$ cat config.mk
export PLATFORM = sky130hd
export DESIGN_NAME = stream_gate_fifo
export DESIGN_NICKNAME = d
export VERILOG_FILES = /design/src/rtl/sgf_pkg.sv /design/src/rtl/sgf_store.sv /design/src/rtl/sgf_wctl.sv /design/src/rtl/sgf_rctl.sv /design/src/rtl/stream_gate_fifo.sv
export SDC_FILE = /design/constraint.sdc
export NUM_CORES = 1
export LEC_CHECK = 0
export ABC_CLOCK_PERIOD_IN_PS = 3200
export BUFFER_PORTS_ARGS = -buffer_cell sky130_fd_sc_hd__buf_4
export CAP_MARGIN = 20
export CORE_ASPECT_RATIO = 1.5
export CORE_MARGIN = 2
export CORE_UTILIZATION = 57
export CTS_BUF_LIST = sky130_fd_sc_hd__clkbuf_4
export DETAILED_ROUTE_END_ITERATION = 16
export PLACE_DENSITY = 0.81
export REMOVE_ABC_BUFFERS = 1
export SYNTH_ARGS = -nofsm -noshare
export SYNTH_HDL_FRONTEND = slang
export SYNTH_SLANG_ARGS = --single-unit
$ cat constraint.sdc
create_clock -name clk -period 3.2 [get_ports clk]
set_clock_uncertainty 0.15 [all_clocks]
set_input_delay 0.48 -clock clk [delete_from_list [all_inputs] [get_ports clk]]
set_output_delay 0.48 -clock clk [all_outputs]
set_load 0.05 [all_outputs]
$ cat src/rtl/sgf_pkg.sv
package sgf_pkg;
  typedef enum logic [1:0] {
    MODE_LINE  = 2'b00,
    MODE_FILL  = 2'b01,
    MODE_SHORT = 2'b10
  } mode_e;

  function automatic mode_e decode_mode(input logic [1:0] raw);
    case (raw)
      2'b00:   return MODE_LINE;
      2'b01:   return MODE_FILL;
      default: return MODE_SHORT;
    endcase
  endfunction
endpackage

$ cat src/rtl/sgf_store.sv
module sgf_store #(
  parameter int W  = 18,
  parameter int AW = 4
) (
  input  logic          clk,
  input  logic          we,
  input  logic [AW-1:0] waddr,
  input  logic [W-1:0]  wdata,
  input  logic [AW-1:0] raddr,
  output logic [W-1:0]  rdata
);
  localparam int DEPTH = 1 << AW;

  logic [W-1:0] mem [DEPTH];

  always_ff @(posedge clk) begin
    if (we) mem[waddr] <= wdata;
  end

  assign rdata = mem[raddr];
endmodule

$ cat src/rtl/sgf_wctl.sv
module sgf_wctl
  import sgf_pkg::*;
#(
  parameter int AW = 4
) (
  input  logic          clk,
  input  logic          rst_n,
  input  mode_e         mode_q,
  input  logic          wr_valid,
  input  logic          wr_sop,
  input  logic          wr_eop,
  input  logic          crc_valid,
  input  logic          crc_pass,
  input  logic [AW:0]   rd_ptr_q,
  output logic          wr_ready,
  output logic          store_en,
  output logic [AW-1:0] store_addr,
  output logic [AW:0]   wr_ptr_q,
  output logic [AW:0]   wr_ptr_d,
  output logic [AW:0]   commit_q,
  output logic          in_pkt_q,
  output logic          drop_q,
  output logic          ovf_err
);
  localparam int DEPTH = 1 << AW;
  localparam logic [AW:0] FULL_CNT = DEPTH[AW:0];

  logic [AW:0] occ, pending, base, commit_d;
  logic        full, line, ovf_hit, wr_fire;
  logic        drop_d, err_d, in_pkt_d;

  assign line     = (mode_q == MODE_LINE);
  assign occ      = wr_ptr_q - rd_ptr_q;
  assign pending  = wr_ptr_q - commit_q;
  assign full     = (occ == FULL_CNT);
  assign ovf_hit  = line && !drop_q && wr_valid && full && (pending == FULL_CNT);
  assign wr_ready = drop_q || !full;
  assign wr_fire  = wr_valid && wr_ready;
  // during a drop every word is discarded; the CRC strobe cycle already belongs to the next packet
  assign store_en = wr_fire && (!drop_q || crc_valid);

  always_comb begin
    base     = wr_ptr_q;
    commit_d = commit_q;
    drop_d   = drop_q;
    err_d    = ovf_err;
    in_pkt_d = in_pkt_q;
    if (line) begin
      if (crc_valid && !drop_q) begin
        if (crc_pass) commit_d = wr_ptr_q;
        else          base     = commit_q;
      end
      if (ovf_hit) begin
        base   = commit_q;
        drop_d = 1'b1;
        err_d  = 1'b1;
      end
      if (drop_q && crc_valid) drop_d = 1'b0;
    end
    wr_ptr_d = base + {{AW{1'b0}}, store_en};
    if (!line) commit_d = wr_ptr_d;
    if (wr_fire) begin
      if (wr_eop)      in_pkt_d = 1'b0;
      else if (wr_sop) in_pkt_d = 1'b1;
    end
  end

  assign store_addr = base[AW-1:0];

  always_ff @(posedge clk or negedge rst_n) begin
    if (!rst_n) begin
      wr_ptr_q <= '0;
      commit_q <= '0;
      drop_q   <= 1'b0;
      ovf_err  <= 1'b0;
      in_pkt_q <= 1'b0;
    end else begin
      wr_ptr_q <= wr_ptr_d;
      commit_q <= commit_d;
      drop_q   <= drop_d;
      ovf_err  <= err_d;
      in_pkt_q <= in_pkt_d;
    end
  end

  a_r9_occ_bound: assert property (@(posedge clk) disable iff (!rst_n)
    (wr_ptr_q - rd_ptr_q) <= FULL_CNT);

  a_r10_err_sticky: assert property (@(posedge clk) disable iff (!rst_n)
    ovf_err |=> ovf_err);

  a_r2_commit_needs_pass: assert property (@(posedge clk) disable iff (!rst_n)
    (line && $past(line) && (commit_q != $past(commit_q)))
      |-> $past(crc_valid && crc_pass && !drop_q));

  a_r3_fail_rewinds: assert property (@(posedge clk) disable iff (!rst_n)
    (line && crc_valid && !crc_pass && !drop_q && !wr_valid) |=> (wr_ptr_q == commit_q));
endmodule

$ cat src/rtl/sgf_rctl.sv
module sgf_rctl
  import sgf_pkg::*;
#(
  parameter int AW     = 4,
  parameter int FILL_W = 16
) (
  input  logic              clk,
  input  logic              rst_n,
  input  logic [1:0]        cfg_mode,
  input  logic [FILL_W-1:0] cfg_fill_level,
  input  logic [AW:0]       wr_ptr_q,
  input  logic [AW:0]       wr_ptr_d,
  input  logic [AW:0]       commit_q,
  input  logic              store_en,
  input  logic              wr_eop,
  input  logic              in_pkt_q,
  input  logic              drop_q,
  input  logic              rd_ready,
  output mode_e             mode_q,
  output logic              rd_valid,
  output logic [AW:0]       rd_ptr_q
);
  localparam int DEPTH = 1 << AW;
  localparam logic [AW:0] FULL_CNT = DEPTH[AW:0];
  localparam int CW = (FILL_W > AW + 1) ? FILL_W : AW + 1;

  logic        rd_fire, rel_q, rel_d, sw_ok;
  logic [AW:0] rd_ptr_d, cnt_next;
  logic [CW-1:0] cnt_ext, lvl_ext;
  mode_e       mode_d;

  assign rd_valid = (rd_ptr_q != commit_q) && ((mode_q != MODE_FILL) || rel_q);
  assign rd_fire  = rd_valid && rd_ready;
  assign rd_ptr_d = rd_ptr_q + {{AW{1'b0}}, rd_fire};
  assign cnt_next = wr_ptr_d - rd_ptr_d;
  assign cnt_ext  = CW'(cnt_next);
  assign lvl_ext  = CW'(cfg_fill_level);

  always_comb begin
    if (cnt_next == '0)
      rel_d = 1'b0;
    else if (rel_q || (store_en && wr_eop) || (cnt_ext >= lvl_ext) || (cnt_next == FULL_CNT))
      rel_d = 1'b1;
    else
      rel_d = 1'b0;
  end

  assign sw_ok  = !in_pkt_q && !drop_q && (wr_ptr_q == rd_ptr_q) && !store_en;
  assign mode_d = sw_ok ? decode_mode(cfg_mode) : mode_q;

  always_ff @(posedge clk or negedge rst_n) begin
    if (!rst_n) begin
      rd_ptr_q <= '0;
      rel_q    <= 1'b0;
      mode_q   <= MODE_SHORT;
    end else begin
      rd_ptr_q <= rd_ptr_d;
      rel_q    <= rel_d;
      mode_q   <= mode_d;
    end
  end

  a_r11_valid_held: assert property (@(posedge clk) disable iff (!rst_n)
    (rd_valid && !rd_ready) |=> rd_valid);

  a_r1_switch_when_empty: assert property (@(posedge clk) disable iff (!rst_n)
    (mode_q != $past(mode_q)) |-> $past((wr_ptr_q == rd_ptr_q) && !in_pkt_q));
endmodule

$ cat src/rtl/stream_gate_fifo.sv
module stream_gate_fifo
  import sgf_pkg::*;
#(
  parameter int DATA_W = 16,
  parameter int AW     = 4,
  parameter int FILL_W = 16
) (
  input  logic              clk,
  input  logic              rst_n,
  input  logic [1:0]        cfg_mode,
  input  logic [FILL_W-1:0] cfg_fill_level,
  input  logic              wr_valid,
  output logic              wr_ready,
  input  logic [DATA_W-1:0] wr_data,
  input  logic              wr_sop,
  input  logic              wr_eop,
  input  logic              crc_valid,
  input  logic              crc_pass,
  output logic              rd_valid,
  input  logic              rd_ready,
  output logic [DATA_W-1:0] rd_data,
  output logic              rd_sop,
  output logic              rd_eop,
  output logic              ovf_err
);
  localparam int WW = DATA_W + 2;

  logic [1:0]    rst_sync;
  logic          rst_int_n;
  logic          store_en, in_pkt_q, drop_q;
  logic [AW-1:0] store_addr;
  logic [AW:0]   wr_ptr_q, wr_ptr_d, commit_q, rd_ptr_q;
  logic [WW-1:0] rword;
  mode_e         mode_q;

  always_ff @(posedge clk or negedge rst_n) begin
    if (!rst_n) rst_sync <= 2'b00;
    else        rst_sync <= {rst_sync[0], 1'b1};
  end
  assign rst_int_n = rst_sync[1];

  sgf_wctl #(.AW(AW)) u_wctl (
    .clk(clk), .rst_n(rst_int_n), .mode_q(mode_q),
    .wr_valid(wr_valid), .wr_sop(wr_sop), .wr_eop(wr_eop),
    .crc_valid(crc_valid), .crc_pass(crc_pass), .rd_ptr_q(rd_ptr_q),
    .wr_ready(wr_ready), .store_en(store_en), .store_addr(store_addr),
    .wr_ptr_q(wr_ptr_q), .wr_ptr_d(wr_ptr_d), .commit_q(commit_q),
    .in_pkt_q(in_pkt_q), .drop_q(drop_q), .ovf_err(ovf_err)
  );

  sgf_rctl #(.AW(AW), .FILL_W(FILL_W)) u_rctl (
    .clk(clk), .rst_n(rst_int_n), .cfg_mode(cfg_mode), .cfg_fill_level(cfg_fill_level),
    .wr_ptr_q(wr_ptr_q), .wr_ptr_d(wr_ptr_d), .commit_q(commit_q),
    .store_en(store_en), .wr_eop(wr_eop), .in_pkt_q(in_pkt_q), .drop_q(drop_q),
    .rd_ready(rd_ready), .mode_q(mode_q), .rd_valid(rd_valid), .rd_ptr_q(rd_ptr_q)
  );

  sgf_store #(.W(WW), .AW(AW)) u_store (
    .clk(clk), .we(store_en), .waddr(store_addr),
    .wdata({wr_sop, wr_eop, wr_data}),
    .raddr(rd_ptr_q[AW-1:0]), .rdata(rword)
  );

  assign rd_sop  = rword[WW-1];
  assign rd_eop  = rword[WW-2];
  assign rd_data = rword[DATA_W-1:0];
endmodule

# After elaboration in Yosys (flattened, before gate mapping)
# Memories as Yosys holds them, arrays and structs flattened.
# Index checks and enable logic that the tools add are counted.
# op_classes
n_addsub	5
mul	0
div	0
n_lt_le_gt_ge	1
eq_ne	8
shift	0
n_mux	15
n_bitwise	0
n_reduce_logical	32
# op_table
operator	count
$mux W5	6
$ge A5 B16 Y1	1
$eq A5 B5 Y1 const B	3
$sub A5 B5 Y5	3
$logic_and A1 B1 Y1	14
$add A5 B1 Y5	2
$mux W1	8
$logic_or A1 B1 Y1	6
$reduce_and A2 Y1	3
$eq A5 B5 Y1	1
$logic_not A5 Y1	1
$ne A5 B5 Y1	1
$logic_not A1 Y1	4
$logic_not A2 Y1	2
$pmux W2 S2	1
$reduce_bool A2 Y1	2
$eq A2 B1 Y1 const B	1
$ne A2 B1 Y1 const B	1
$ne A2 B2 Y1 const B	1
# word_totals
reg_bits	23
latchBits	0
mem_bits_rw	288
rom_bits	0
inputBits	42
output_inout_bits	21
wordCells	71
mem_count	1
# memory_table
memory	depth	word_bits	read_ports	rd_ports_with_merged_regs	wr	line	rtl
u_store.mem	16	18	1	0	1	sgf_store.sv:14	logic [W-1:0] mem [DEPTH];

# Longest topological paths before layout
# depth
depth_word	14
ltp_mapped	27
depth_no_buf	25

# Cells and area by module
# Synthesis repeated with hierarchy kept, for this count alone.
# hier_totals
hier_cells	662
hier_area_um2	12881.1
# modules_own_cells
mod	instances	cells_per_inst	area_each_um2	seq_area_each_um2
sgf_store	1	464	10963.0	8648.3
sgf_wctl	1	111	1073.5	325.3
sgf_rctl	1	84	790.8	201.4
stream_gate_fifo	1	3	53.8	50.0

# Least setup slack after synthesis
# No wires, ideal clock.
# synth_timing
path_kind	register to register
from	reg u_rctl.rd_ptr_q[2]
to	reg u_rctl.rel_q
setup_time_ns	0.125
t_arrival_ns	5.657
t_required_ns	2.925
setup_slack_ns	-2.732
stages_incl_launch_ff	26
n_path_buf	2
period_less_slack_ns	5.932
path_cell_list	dfrtp_1 > clkbuf_1 > inv_2 > clkbuf_1 > ha_1 > o21a_1 > or3_4 > a211oi_4 > and4_2 > nor3_1 > a21oi_1 > inv_1 > ha_1 > ha_1 > xnor2_1 > ha_1 > o21ai_0 > nand2b_1 > a21oi_1 > xnor2_1 > xnor2_1 > ha_1 > a21oi_1 > o21ai_0 > a221o_1 > mux2_4
# synth_via
elab_chain_len	13
word_cells_on_any_way	25
classes_between	4 x add/sub; 1 x order compare; 3 x eq/ne; 4 x mux; 13 x reduce/logical
# synth_rtl
item	line	rtl
start, declared	sgf_rctl.sv:21	output logic [AW:0] rd_ptr_q
start signal, assigned	sgf_rctl.sv:57	rd_ptr_q <= rd_ptr_d;
$sub A5 B5 Y5 *	sgf_wctl.sv:33	assign occ = wr_ptr_q - rd_ptr_q;
$eq A5 B5 Y1 *	sgf_wctl.sv:35	assign full = (occ == FULL_CNT);
$logic_and A1 B1 Y1 or $logic_not A1 Y1 (tied branches)	sgf_wctl.sv:36, sgf_wctl.sv:37	
$logic_and A1 B1 Y1 or $logic_or A1 B1 Y1 (tied branches)	sgf_wctl.sv:36, sgf_wctl.sv:37	
$mux W5 or $logic_and A1 B1 Y1 (tied branches)	sgf_wctl.sv:53, sgf_wctl.sv:38	
$mux W5 or $logic_and A1 B1 Y1 (tied branches)	sgf_wctl.sv:48, sgf_wctl.sv:40	
$add A5 B1 Y5 *	sgf_wctl.sv:60	wr_ptr_d = base + {{AW{1'b0}}, store_en};
named net u_rctl.wr_ptr_d[1]	sgf_rctl.sv:12	input logic [AW:0] wr_ptr_d,
$sub A5 B5 Y5 *	sgf_rctl.sv:35	assign cnt_next = wr_ptr_d - rd_ptr_d;
$ge A5 B16 Y1	sgf_rctl.sv:42	else if (rel_q || (store_en && wr_eop) || (cnt_ext >= lvl_ext) || (cnt_next == FULL_CNT))
$logic_or A1 B1 Y1 (2 in series)	sgf_rctl.sv:42	
$mux W1	sgf_rctl.sv:42	
$mux W1 *	sgf_rctl.sv:40	if (cnt_next == '0)
named net u_rctl.rel_d	sgf_rctl.sv:27	logic rd_fire, rel_q, rel_d, sw_ok;
end signal, assigned	sgf_rctl.sv:58	rel_q <= rel_d;
end, declared	sgf_rctl.sv:27	
# Mark *: on every way through the listed nets, which the timed path passes. The rest lies on a longest branch.
# A chain may end at the register's enable or synchronous reset.

# Worst setup path after layout
# layout_timing
from	reg u_rctl.rd_ptr_q[1]
to	reg u_rctl.rel_q
# Same word-level chain as after synthesis.

==> metrics.md <==
| Metric | Value |
|---|---|
| Switching power as a share of total power | `0.373` |
| Ratio of cells with drive above 1 in the final layout | `0.479` |
| DRC violation count after routing | `0` |
| Rows | `67` |
| Number of filler cells placed in the layout | `between 1000 and 1500` |
| Vias | `between 7000 and 8000` |
| Area of the die | `between 20000 and 25000 sq um` |
| WL final | `around 33000 um` |
| Clock tree root driver cell | `sky130_fd_sc_hd__clkbuf_4` |
| Number of library cell types mapped by synthesis | `53` |
| Arrival time worst endpoint | `~5.4 ns` |
| Largest net degree at the start of global routing | `76` |
| Relative slew margins | `0.278` |
| Number of enable flip-flop cells after synthesis | `approximately 290` |
| DRT iter0 DRCs | `about 800` |
| Number of buffers on the longest clock path | `3` |
| Clock share of power | `0.184` |
| Worst Max-Slew Pin Slew | `~1.1 ns` |
| Overall track demand over capacity in global routing | `0.276` |
| F_max | `200 MHz` |
| Leftover overflow at the end of global routing | `0` |
| Static leakage | `approximately 5.8 nW` |
| Sequential share of the synthesized area | `0.723` |
| Period minus WS final | `5.01 ns` |
| Count of TritonRoute iterations in the first routing pass | `5` |
| Highest ir drop seen on vdd | `~0.001 V` |
| I/O Buffers | `just over 60` |
| Internal | `approximately 11 mW` |
| Worst hold path type | `primary input to register` |
| Final number of setup-violating endpoints | `316` |
| Via count of the first global-routing pass | `roughly 8000` |
| Final layout net count | `roughly 950` |
| Setup slack of the critical path after layout | `-1.81 ns` |
| Sort of element at the end of the critical path | `register` |
| Synth Instances | `630` |
| Clk slew on worst S/H paths | `roughly 0.07 ns` |
| CTS Sinks | `around 310` |
| Class of the most critical setup path | `register to register` |
| Number of antenna violations at the first check in global routing | `1` |
| Violated checks | `setup timing` |
| Post-synthesis to final-layout area growth | `27.9%` |
| Unrepaired setup endpoints after global routing | `yes` |
| Standard cell core area | `~22000 sq um` |
| Area taken by flip-flops and latches | `9230 sq um` |
| Combinational share of power | `0.507` |
| Final hold viol count | `0` |
| Post-synthesis instance area | `about 13000 sq um` |
| Result of the run | `complete, but fails checks` |
| Async S/R FF share, synth | `0.0740` |
| Primary FF master, synth | `sky130_fd_sc_hd__edfxtp_1` |
| Number of max-slew violations in the final report | `0` |
| Fraction of the cycle the final worst path needs | `1.57` |
| Global-route wire length before repair | `about 48000 um` |
| Sequential Power Share | `0.309` |
| Number of placed I/O pins | `63` |
| Category of the worst setup path launch point | `register` |
| # placed instances | `slightly above 1000` |
| Post-route non-filler standard cell count | `about 1200` |
| CTS tree | `yes` |
| Count of H-tree levels built during CTS | `3` |
| Number of violations of the max-capacitance limit | `0` |
| Power spent charging and discharging nets | `between 6 and 7 mW` |
| DR vias/cell | `between 6 and 7` |
| Aggregate negative setup slack | `-161.20 ns` |
| Insertion delay of the later-clocked pin in the worst-skew pair | `about 0.7 ns` |
| Synth Warn # | `0` |
| Placer congestion estimate | `approximately 0.95` |
| Data required time of the worst path | `around 3.6 ns` |
| Post-placement setup slack | `-2.01 ns` |
| Width of the die | `126 um` |
| Multi-input combinational cell area | `~3800 sq um` |
| Synthesized area per cell | `between 20 and 25 sq um` |
| Total clock buffers created by CTS | `around 70` |
| Average wire per standard cell | `~28 um` |
| Final core utilization | `0.738` |
| Routed Antenna Nets | `0` |
| Critical Path Fanout Max | `3` |
| Initial Util | `0.577` |
| HPWL Detailed | `roughly 18000 um` |
| Areal power density over the cells | `~1000 nW/um^2` |
| Flop and latch count out of synthesis | `311` |
| Worst setup slack for register-to-register paths | `-1.81 ns` |
| Vert. Die Dim | `187 um` |
## what timing repair did
| action | in CTS | in global routing |
|---|---|---|
| pin swaps | 15 | 21 |
| resized for setup | 61 | 50 |
| endpoints found under the setup margin | 318 | 319 |
| hold buffers | 22 | 0 |
| hold endpoints to repair | 293 | 0 |
| gates cloned | 6 | 1 |
| buffers inserted | 27 | 10 |
## critical path, cell delays in order, from the launching register on
cell	delay, ns
sky130_fd_sc_hd__dfrtp_2	0.41
sky130_fd_sc_hd__inv_2	0.07
sky130_fd_sc_hd__ha_4	0.20
sky130_fd_sc_hd__nor2b_4	0.12
sky130_fd_sc_hd__o21a_1	0.17
sky130_fd_sc_hd__or3_4	0.35
sky130_fd_sc_hd__a211oi_4	0.32
sky130_fd_sc_hd__buf_4	0.17
sky130_fd_sc_hd__buf_6	0.09
sky130_fd_sc_hd__buf_6	0.09
sky130_fd_sc_hd__a21boi_4	0.04
sky130_fd_sc_hd__a21boi_4	0.16
sky130_fd_sc_hd__ha_4	0.18
sky130_fd_sc_hd__buf_6	0.12
sky130_fd_sc_hd__nand3_4	0.07
sky130_fd_sc_hd__xnor2_1	0.12
sky130_fd_sc_hd__nor2_1	0.07
sky130_fd_sc_hd__a21oi_2	0.17
sky130_fd_sc_hd__ha_1	0.29
sky130_fd_sc_hd__a21oi_2	0.19
sky130_fd_sc_hd__xnor2_2	0.15
sky130_fd_sc_hd__xnor2_2	0.15
sky130_fd_sc_hd__ha_1	0.27
sky130_fd_sc_hd__a21oi_1	0.13
sky130_fd_sc_hd__o21ai_1	0.08
sky130_fd_sc_hd__a221o_1	0.29
sky130_fd_sc_hd__mux2_4	0.26
## logic make-up (layout without fill, tap and decap cells)
group,after synthesis,count (layout),synth area share
DFF,311,311,0.723
AOI/OAI and AO/OA,45,45,0.0239
buffers and inverters,45,342,0.0132
adders and majority gates,22,22,0.0214
xor gates and xnor gates,23,23,0.0158
muxes,96,96,0.165
and+or+nand+nor,87,87,0.0381
other,1,2,0.000294
## cells in the final DEF (no fill, tap or decap), types with 13 or more instances in the layout
cell and instances:
sky130_fd_sc_hd__ha_1 13, sky130_fd_sc_hd__buf_4 138, sky130_fd_sc_hd__nor3_4 14, sky130_fd_sc_hd__buf_6 23
sky130_fd_sc_hd__mux4_2 90, sky130_fd_sc_hd__dlygate4sd3_1 22, sky130_fd_sc_hd__clkinv_1 17, sky130_fd_sc_hd__edfxtp_1 288
sky130_fd_sc_hd__inv_1 14, sky130_fd_sc_hd__clkbuf_4 93, sky130_fd_sc_hd__buf_12 15, sky130_fd_sc_hd__dfrtp_1 17
## stage by stage
step / area [sq um] / hold slack (ns) / power, mW
after floorplan: 12700 / 0.0344 / 10.0
after global placement: 14400 / 0.113 / 12.3
after detailed placement: 14400 / 0.116 / 12.6
after CTS: 16100 / 0.0173 / 16.4
after global routing: 16300 / 0.0213 / 17.7
final: 16300 / 0.0664 / 16.9
## metal layers
layer / track usage / vias up / wire length (um)
li1: - / 3145 / -
met2: 0.467 / 465 / 17800
met5: 0 / - / 0
met1: 0.333 / 3869 / 11100
met4: 0.144 / 0 / 1740
met3: 0.0598 / 108 / 2530
## state kept, by name, indices dropped and copies added, names as in the netlist
| register | cells |
|---|---|
| rst_sync | 2 |
| u_rctl.mode_q | 2 |
| u_rctl.rd_ptr_q | 5 |
| u_rctl.rel_q | 1 |
| u_store.mem | 288 |
| u_wctl.commit_q | 5 |
| u_wctl.drop_q | 1 |
| u_wctl.in_pkt_q | 1 |
| u_wctl.ovf_err | 1 |
| u_wctl.wr_ptr_q | 5 |
## area by class of cell
class	instances	share of cell area
diodes	1	0.000153
clock buffers	93	0.0428
well taps	276	0.0212
multi-input cells	274	0.233
inverters	20	0.00460
flip-flops and latches	311	0.566
repair buffers	206	0.122
clock inverters	23	0.0104
## power groups by stage
stage / clock, mW / combinational (mW) / sequential (mW)
detailed placement: 0 / 7.30 / 5.27
global route: 3.34 / 9.06 / 5.26
CTS: 3.12 / 8.05 / 5.19
floorplan: 0 / 4.39 / 5.64
finish: 3.11 / 8.58 / 5.23
global placement: 0 / 7.12 / 5.23
## Yosys cell counts, drive strengths merged, types with 2 or more instances
cell    count  area share
and3        3      0.0016
nand2b      3      0.0015
dfrtp      22       0.043
nand3b      4      0.0024
o21ai      10      0.0039
a211oi      2      0.0025
xor2        6      0.0041
a31oi       8      0.0039
nor2       12      0.0035
o211ai      3      0.0018
mux4       90        0.16
edfxtp    288        0.68
nor4        3      0.0015
clkbuf     17      0.0050
nor3b       2      0.0012
a21oi      14      0.0055
xnor2      17       0.012
or3         2      0.0014
ha         21       0.021
mux2i       3      0.0024
nand3      10      0.0039
nand2       9      0.0026
buf         8      0.0024
and2        2     0.00098
nor3       24      0.0094
nor2b       5      0.0030
a21boi      2      0.0024
inv        19      0.0056
or4         2      0.0015
mux2        3      0.0035
## path summary, 6_finish.rpt
path                                                    from                              to  depth (start not counted)
worst max-delay path            u_rctl.rd_ptr_q[1]$_DFF_PN0_          u_rctl.rel_q$_DFF_PN0_                         26
worst min-delay path                                rd_ready    u_rctl.rd_ptr_q[0]$_DFF_PN0_                          3
worst max register to register  u_rctl.rd_ptr_q[1]$_DFF_PN0_          u_rctl.rel_q$_DFF_PN0_                         26
worst min register to register         rst_sync[0]$_DFF_PN0_           rst_sync[1]$_DFF_PN0_                          0
max in group asynchronous              rst_sync[1]$_DFF_PN0_    u_rctl.rd_ptr_q[0]$_DFF_PN0_                          0
min in group asynchronous              rst_sync[1]$_DFF_PN0_  u_wctl.commit_q[0]$_DFFE_PN0P_                          0
(Power assumes the default switching activity.)
